--- config.mk ---
export PLATFORM = sky130hd
export DESIGN_NAME = relay_reg_bank
export DESIGN_NICKNAME = d
export VERILOG_FILES = /design/src/rtl/relay_bank_pkg.sv /design/src/rtl/relay_latch_cell.sv /design/src/rtl/relay_bus_merge.sv /design/src/rtl/relay_reg_bank.sv
export SDC_FILE = /design/constraint.sdc
export NUM_CORES = 1
export LEC_CHECK = 0
export BUFFER_PORTS_ARGS = -buffer_cell sky130_fd_sc_hd__buf_2
export CELL_PAD_IN_SITES_DETAIL_PLACEMENT = 0
export CELL_PAD_IN_SITES_GLOBAL_PLACEMENT = 1
export CORE_MARGIN = 2
export CORE_UTILIZATION = 35
export DETAILED_ROUTE_END_ITERATION = 8
export MAX_ROUTING_LAYER = met4
export PLACE_DENSITY = 0.88
export SETUP_SLACK_MARGIN = 0.1
export SYNTH_ARGS = -nofsm -noshare
export SYNTH_HDL_FRONTEND = slang
export SYNTH_SLANG_ARGS = --single-unit
--- constraint.sdc ---
create_clock -name clk -period 2.95 [get_ports clk]
set_clock_uncertainty 0.1 [all_clocks]
set_input_delay 0.59 -clock clk [delete_from_list [all_inputs] [get_ports clk]]
set_output_delay 0.59 -clock clk [all_outputs]
set_load 0.1 [all_outputs]
--- src/rtl/relay_bank_pkg.sv ---
package relay_bank_pkg;

    parameter int DATA_W   = 8;
    parameter int NUM_REGS = 4;

    typedef logic [DATA_W-1:0] word_t;

    typedef enum logic [1:0] {
        IDX_A = 2'd0,
        IDX_B = 2'd1,
        IDX_C = 2'd2,
        IDX_D = 2'd3
    } reg_idx_e;

    typedef struct packed {
        logic load;
        logic hold;
        logic sel;
    } cell_ctl_t;

    typedef enum logic [1:0] {
        MODE_CLEAR    = 2'd0,
        MODE_KEEP     = 2'd1,
        MODE_SET      = 2'd2,
        MODE_CONFLICT = 2'd3
    } cell_mode_e;

    function automatic cell_mode_e decode_mode(cell_ctl_t c);
        if (c.load && c.hold)
            return MODE_CONFLICT;
        else if (c.load)
            return MODE_SET;
        else if (c.hold)
            return MODE_KEEP;
        else
            return MODE_CLEAR;
    endfunction

    function automatic word_t latch_next(word_t cur, cell_mode_e m, logic sel,
                                         word_t src, word_t bus);
        word_t nxt;
        case (m)
            MODE_SET:      nxt = cur | src;
            MODE_KEEP:     nxt = sel ? (cur | bus) : cur;
            MODE_CONFLICT: nxt = cur;
            default:       nxt = '0;
        endcase
        return nxt;
    endfunction

endpackage

--- src/rtl/relay_latch_cell.sv ---
module relay_latch_cell
    import relay_bank_pkg::*;
(
    input  logic      clk,
    input  logic      rst,
    input  cell_ctl_t ctl,
    input  word_t     src_word,
    input  word_t     bus_in,
    output word_t     value,
    output logic      conflict
);

    word_t      state_q;
    cell_mode_e mode;

    always_comb begin
        mode = decode_mode(ctl);
    end

    always_ff @(posedge clk) begin
        if (rst)
            state_q <= '0;
        else
            state_q <= latch_next(state_q, mode, ctl.sel, src_word, bus_in);
    end

    assign value    = state_q;
    assign conflict = (mode == MODE_CONFLICT);

    // A load only ever adds bits
    assert_load_sets_bits_R2: assert property (@(posedge clk) disable iff (rst)
        (ctl.load && !ctl.hold) |=> ((value & $past(src_word)) == $past(src_word)
                                     && (value & $past(value)) == $past(value)));

    // Hold without load or select keeps the value
    assert_hold_keeps_R3: assert property (@(posedge clk) disable iff (rst)
        (ctl.hold && !ctl.load && !ctl.sel) |=> (value == $past(value)));

    // Releasing both controls clears the cell
    assert_release_clears_R4: assert property (@(posedge clk) disable iff (rst)
        (!ctl.hold && !ctl.load) |=> (value == '0));

    // Illegal load with hold keeps the held value
    assert_conflict_keeps_R5: assert property (@(posedge clk) disable iff (rst)
        conflict |=> (value == $past(value)));

    // Back-feed from a busy bus while held and selected
    assert_backfeed_R6: assert property (@(posedge clk) disable iff (rst)
        (ctl.hold && !ctl.load && ctl.sel) |=> (value == ($past(value) | $past(bus_in))));

endmodule

--- src/rtl/relay_bus_merge.sv ---
module relay_bus_merge
    import relay_bank_pkg::*;
#(
    parameter int N = NUM_REGS
) (
    input  logic [N*DATA_W-1:0] words,
    input  logic [N-1:0]        sel,
    output word_t               bus
);

    always_comb begin
        bus = '0;
        for (int i = 0; i < N; i++) begin
            if (sel[i])
                bus = bus | words[i*DATA_W +: DATA_W];
        end
    end

endmodule

--- src/rtl/relay_reg_bank.sv ---
module relay_reg_bank
    import relay_bank_pkg::*;
(
    input  logic                       clk,
    input  logic                       rst,
    input  logic [NUM_REGS-1:0]        load,
    input  logic [NUM_REGS-1:0]        hold,
    input  logic [NUM_REGS-1:0]        sel,
    input  logic                       src_alu_a,
    input  logic                       src_alu_d,
    input  logic [DATA_W-1:0]          bus_in,
    input  logic [DATA_W-1:0]          alu_result,
    output logic [DATA_W-1:0]          bus_out,
    output logic [DATA_W-1:0]          alu_op_b,
    output logic [DATA_W-1:0]          alu_op_c,
    output logic [NUM_REGS*DATA_W-1:0] status,
    output logic [NUM_REGS-1:0]        conflict
);

    localparam int TOTAL_W = NUM_REGS * DATA_W;

    logic [NUM_REGS-1:0] src_pick;
    logic [TOTAL_W-1:0]  packed_vals;

    always_comb begin
        src_pick        = '0;
        src_pick[IDX_A] = src_alu_a;
        src_pick[IDX_D] = src_alu_d;
    end

    for (genvar g = 0; g < NUM_REGS; g++) begin : g_cell
        localparam bit ALU_CAPABLE = (g == int'(IDX_A)) || (g == int'(IDX_D));
        word_t     src_w;
        word_t     val_w;
        cell_ctl_t ctl_w;

        if (ALU_CAPABLE) begin : g_alu_src
            assign src_w = src_pick[g] ? alu_result : bus_in;
        end else begin : g_bus_src
            assign src_w = bus_in;
        end

        assign ctl_w = '{load: load[g], hold: hold[g], sel: sel[g]};

        relay_latch_cell u_cell (
            .clk      (clk),
            .rst      (rst),
            .ctl      (ctl_w),
            .src_word (src_w),
            .bus_in   (bus_in),
            .value    (val_w),
            .conflict (conflict[g])
        );

        assign packed_vals[g*DATA_W +: DATA_W] = val_w;
    end

    relay_bus_merge #(.N(NUM_REGS)) u_merge (
        .words (packed_vals),
        .sel   (sel),
        .bus   (bus_out)
    );

    assign status   = packed_vals;
    assign alu_op_b = packed_vals[int'(IDX_B)*DATA_W +: DATA_W];
    assign alu_op_c = packed_vals[int'(IDX_C)*DATA_W +: DATA_W];

    // Nothing selected leaves the bus empty
    assert_idle_bus_R7: assert property (@(posedge clk) disable iff (rst)
        (sel == '0) |-> (bus_out == '0));

    // After a reset edge every register reads zero
    assert_reset_clears_R1: assert property (@(posedge clk)
        rst |=> (status == '0));

    // B never takes the ALU result: a bus-only load with clear bus and clear state stays clear
    assert_b_bus_only_R9: assert property (@(posedge clk) disable iff (rst)
        (load[IDX_B] && !hold[IDX_B] && bus_in == '0 && alu_op_b == '0) |=> (alu_op_b == '0));

endmodule

# After elaboration in Yosys (flattened, before gate mapping)
# Cells that the tools add are included.
dict set report totals {
  inputBits 32
  n_memories 0
  latchBits 0
  ram_bits 0
  ff_bits 32
  rom_bits 0
}
dict set report op_classes {
  n_shift 0
  muxes 26
  n_eq_ne 16
  div_mod_pow 0
  bitwise_logic 13
  n_reduce_logical 8
  add_sub_neg 0
  magnitude_cmp 0
  mul 0
}
# cell count
set ops {}
lappend ops {{$pmux W8 S3} 4}
lappend ops {{$mux W8} 10}
lappend ops {{$or A8 B8 Y8} 9}
lappend ops {{$eq A2 B2 Y1 const B} 8}
lappend ops {{$mux W2} 8}
lappend ops {{$eq A2 B1 Y1 const B} 4}
lappend ops {{$ne A2 B2 Y1 const B} 4}
lappend ops {{$reduce_and A2 Y1} 4}
lappend ops {{$logic_and A1 B1 Y1} 4}
lappend ops {{$mux W1} 4}
lappend ops {{$not A1 Y1} 4}

# Logic depth before layout (Yosys ltp)
dict set report logic_depth {
  ltp_word 7
  ltp_mapped 6
  depth_no_buf 5
}

# Hierarchy
# Synthesis repeated with hierarchy kept, for this count alone.
dict set report hier_totals {
  hier_cells 230
  hier_area_um2 2283.4
}
# module n_inst area_per_inst_um2 seq_area_each_um2 cells_per_inst
set by_module_without_submodules {}
lappend by_module_without_submodules {relay_latch_cell 4 426.7 160.2 42}
lappend by_module_without_submodules {relay_reg_bank 1 382.9 0.0 34}
lappend by_module_without_submodules {relay_bus_merge 1 193.9 0.0 28}

# Least setup slack after synthesis
# Ideal clock, no wire load.
dict set report synth_path {
  path_kind {reg-to-output}
  from {reg g_cell[3].u_cell.state_q[0]}
  to {out bus_out[0]}
  arrival_time_ps 1866
  stages_incl_launch_ff 3
  path_slack_ps 394
  t_required_ps 2260
  path_cell_list {dfxtp_1 a22oi_1 nand2_1}
}
dict set report synth_via {
  elab_chain_cells 2
}
# element line
set synth_lines {}
lappend synth_lines {{from (decl)} relay_latch_cell.sv:13} ;# word_t state_q;
lappend synth_lines {{from (signal assigned)} relay_latch_cell.sv:24} ;# state_q <= latch_next(state_q, mode, ctl.sel, src_word, bus_in);
lappend synth_lines {{$or A8 B8 Y8} relay_bus_merge.sv:15} ;# bus = bus | words[i*DATA_W +: DATA_W];
lappend synth_lines {{$mux W8} relay_bus_merge.sv:14} ;# if (sel[i])
lappend synth_lines {{to (decl)} relay_reg_bank.sv:13} ;# output logic [DATA_W-1:0] bus_out,
# No other way between the ends.

# Worst setup path in the final report
dict set report layout_path {
  from {in sel[0]}
  to {out bus_out[0]}
}
dict set report layout_via {
  elab_chain_cells 7
}
# element line
set layout_lines {}
lappend layout_lines {{from (decl)} relay_reg_bank.sv:8} ;# input logic [NUM_REGS-1:0] sel,
lappend layout_lines {{$mux W8 *} relay_bus_merge.sv:14}
lappend layout_lines {{$or A8 B8 Y8} relay_bus_merge.sv:15}
lappend layout_lines {{$mux W8 *} relay_bus_merge.sv:14}
lappend layout_lines {{$or A8 B8 Y8} relay_bus_merge.sv:15}
lappend layout_lines {{$mux W8 *} relay_bus_merge.sv:14}
lappend layout_lines {{$or A8 B8 Y8} relay_bus_merge.sv:15}
lappend layout_lines {{$mux W8 *} relay_bus_merge.sv:14}
# Mark *: on every way between the ends. The rest lies on a longest branch, timed or not.

==> impl_metrics.json <==
{
  "status": "complete, no violations",
  "crit_fanout": 9,
  "slew-limit-headroom_pct": 67.3,
  "path_clk_slew_ns": 0.07,
  "grt_max_degree": 11,
  "ys_warn_count": 0,
  "fin_crit_ns": 2.12,
  "cts_resized": 0,
  "syn_to_final_growth_pct": 21.8,
  "hold_viol_final": 0,
  "synth_area_sq_um": 1840,
  "wl_met1_um": 2540,
  "fp.coreArea_sq_um": 5110,
  "min_period_over_period_pct": 71.8,
  "track_usage_pct": 20.4,
  "clockRootBuffer": "clkbuf_8",
  "cap_violations": 0,
  "intPower_mw": 0.800,
  "switching_share_pct": 50.8,
  "worstMarginPinSlew_ns": 0.494,
  "io_buffers": 91,
  "routed_via_density": 5.34,
  "num_io_pins": 92,
  "grt-ovfl-total": 0,
  "fmax_mhz": 472,
  "fp-row-count": 26,
  "met2_length_um": 2510,
  "min_path_type": "flop to flop",
  "yosysSeqAreaShare_pct": 34.7,
  "clockPowerShare_pct": 22.5,
  "synth.distinct_cells": 19,
  "grt_pass1_vias": 1604,
  "antenna_found_initial": 0,
  "antennaDiodeCount": 0,
  "slew_viol_final": 0,
  "post-route-drc-count": 0,
  "firstDrtPassIters": 4,
  "netlist_instances": 208,
  "peakVddDrop_mv": 0.295,
  "cts_sinks": 32,
  "die-height_um": 76.6,
  "die-area_sq_um": 5870,
  "topRoutingLayerUsed": "met4",
  "rsz0062_at_grt": "false",
  "postRouteAntennaNets": 0,
  "tns_ns": 0,
  "hpwl_um": 4350,
  "avgRoutedWirePerCell_um": 16.6,
  "switching_power_mw": 0.826,
  "cts_setup_buffers": 0,
  "mostFrequentLayoutCells": "buf_2, dfxtp_1",
  "cp.required_ns": 2.26,
  "cts_tree": "built",
  "die_x_um": 76.6,
  "wl_met3_um": 557,
  "yosys_register_bits": 32,
  "clkLatencyLatePin_ns": 0.28,
  "place_congestion": 0.874,
  "synth_area_per_cell_sq_um": 8.87,
  "initial_core_util_pct": 36.1,
  "largest_reg_flops": 32,
  "crit_arrival_ns": 1.43,
  "numCtsBuffers": 5,
  "power_per_cell_area_nw_per_um2": 724,
  "postCtsHoldBufs": 0,
  "wl_um": 5730,
  "seq_power_share_pct": 31.1,
  "grt_pass1_wl_um": 8850,
  "layout.cells.most_common": "buf_2",
  "syn_nets": 248,
  "comb_power_share_pct": 46.4,
  "cp-start-kind": "input port",
  "p_leak_nw": 1.15,
  "cp-end-kind": "output pin",
  "finalSetupViolCount": 0,
  "n_fill_cell": 533,
  "clockBufferDepth": 2,
  "htree_levels": 2,
  "vias": 1846,
  "layout-drive-gt1-share_pct": 37.7,
  "first_iter_violations": 137,
  "nNetsFinal": 316,
  "fin_util_pct": 44.0,
  "worstSetupPathType": "input port to output pin"
}
## layout make-up
type                       instances  area [sq um]  share of cell area, %
multi-input combinational        138           936                   41.7
sequential                        32           641                   28.5
timing repair buffer              91           455                   20.3
clock buffer                       7          96.3                   4.29
tap                               70          87.6                   3.90
inverter                           8          30.0                   1.34
## cells in the mapped netlist
master	number	area, sq um
a31oi_1	16	100
buf_6	6	67.6
buf_4	20	150
buf_2	4	20.0
a211oi_1	16	120
a31o_4	2	35.0
inv_1	4	15.0
nor3_1	16	80.1
nand2_1	8	30.0
a22oi_1	16	120
a21oi_1	16	80.1
ha_1	8	100
dfxtp_1	32	641
nor2_1	16	60.1
nand2b_1	4	25.0
a31o_2	2	17.5
nand2b_4	2	27.5
clkinv_1	4	15.0
and3b_1	16	140
## cell families after synthesis
logic type,Yosys count,synth area share [%]
DFF,32,34.7
and+or+nand+nor,62,19.7
buffers and inverters,38,14.5
adders and majority gates,8,5.43
AOI/OAI and AO/OA,68,25.6
## critical path: stages
cell     delay [ns]
buf_2          0.19
a22oi_1        0.14
nand2_1        0.09
buf_2          0.42
## path summary, 6_finish.rpt
| kind | slack (ns) | startpoint | cells past startpoint | end |
|---|---|---|---|---|
| setup / recovery | 0.83 | sel[0] | 4 | bus_out[0] |
| hold / removal | 0.41 | g_cell[2].u_cell.value[2] | 2 | g_cell[2].u_cell.value[2] |
| setup reg to reg | 2.09 | g_cell[3].u_cell.value[1] | 2 | g_cell[3].u_cell.value[1] |
| hold reg to reg | 0.41 | g_cell[2].u_cell.value[2] | 2 | g_cell[2].u_cell.value[2] |
## power groups by stage
| stage | combinational, mW | sequential (mW) | clock [mW] |
|---|---|---|---|
| floorplan | 0.425 | 0.745 | 0 |
| global placement | 0.750 | 0.516 | 0 |
| detailed placement | 0.754 | 0.515 | 0 |
| CTS | 0.755 | 0.505 | 0.371 |
| global route | 0.786 | 0.511 | 0.386 |
| finish | 0.754 | 0.506 | 0.366 |
## stage by stage
step	hold WS [ns]	area [sq um]	setup WS, ns	total power, mW	cells
after detailed placement	0.403	2150	0.830	1.27	339
final	0.413	2250	0.832	1.63	346
after global placement	0.395	2150	0.852	1.27	339
after global routing	0.458	2250	0.782	1.68	346
after floorplan	0.647	1840	0.394	1.17	208
after CTS	0.418	2250	0.827	1.63	346
## metal layers
metal	vias to the layer above	track usage (%)
li1	887	-
met1	841	28.9
met2	105	27.7
met3	13	5.45
met4	0	6.91
met5	-	-
(Power assumes the default switching activity.)
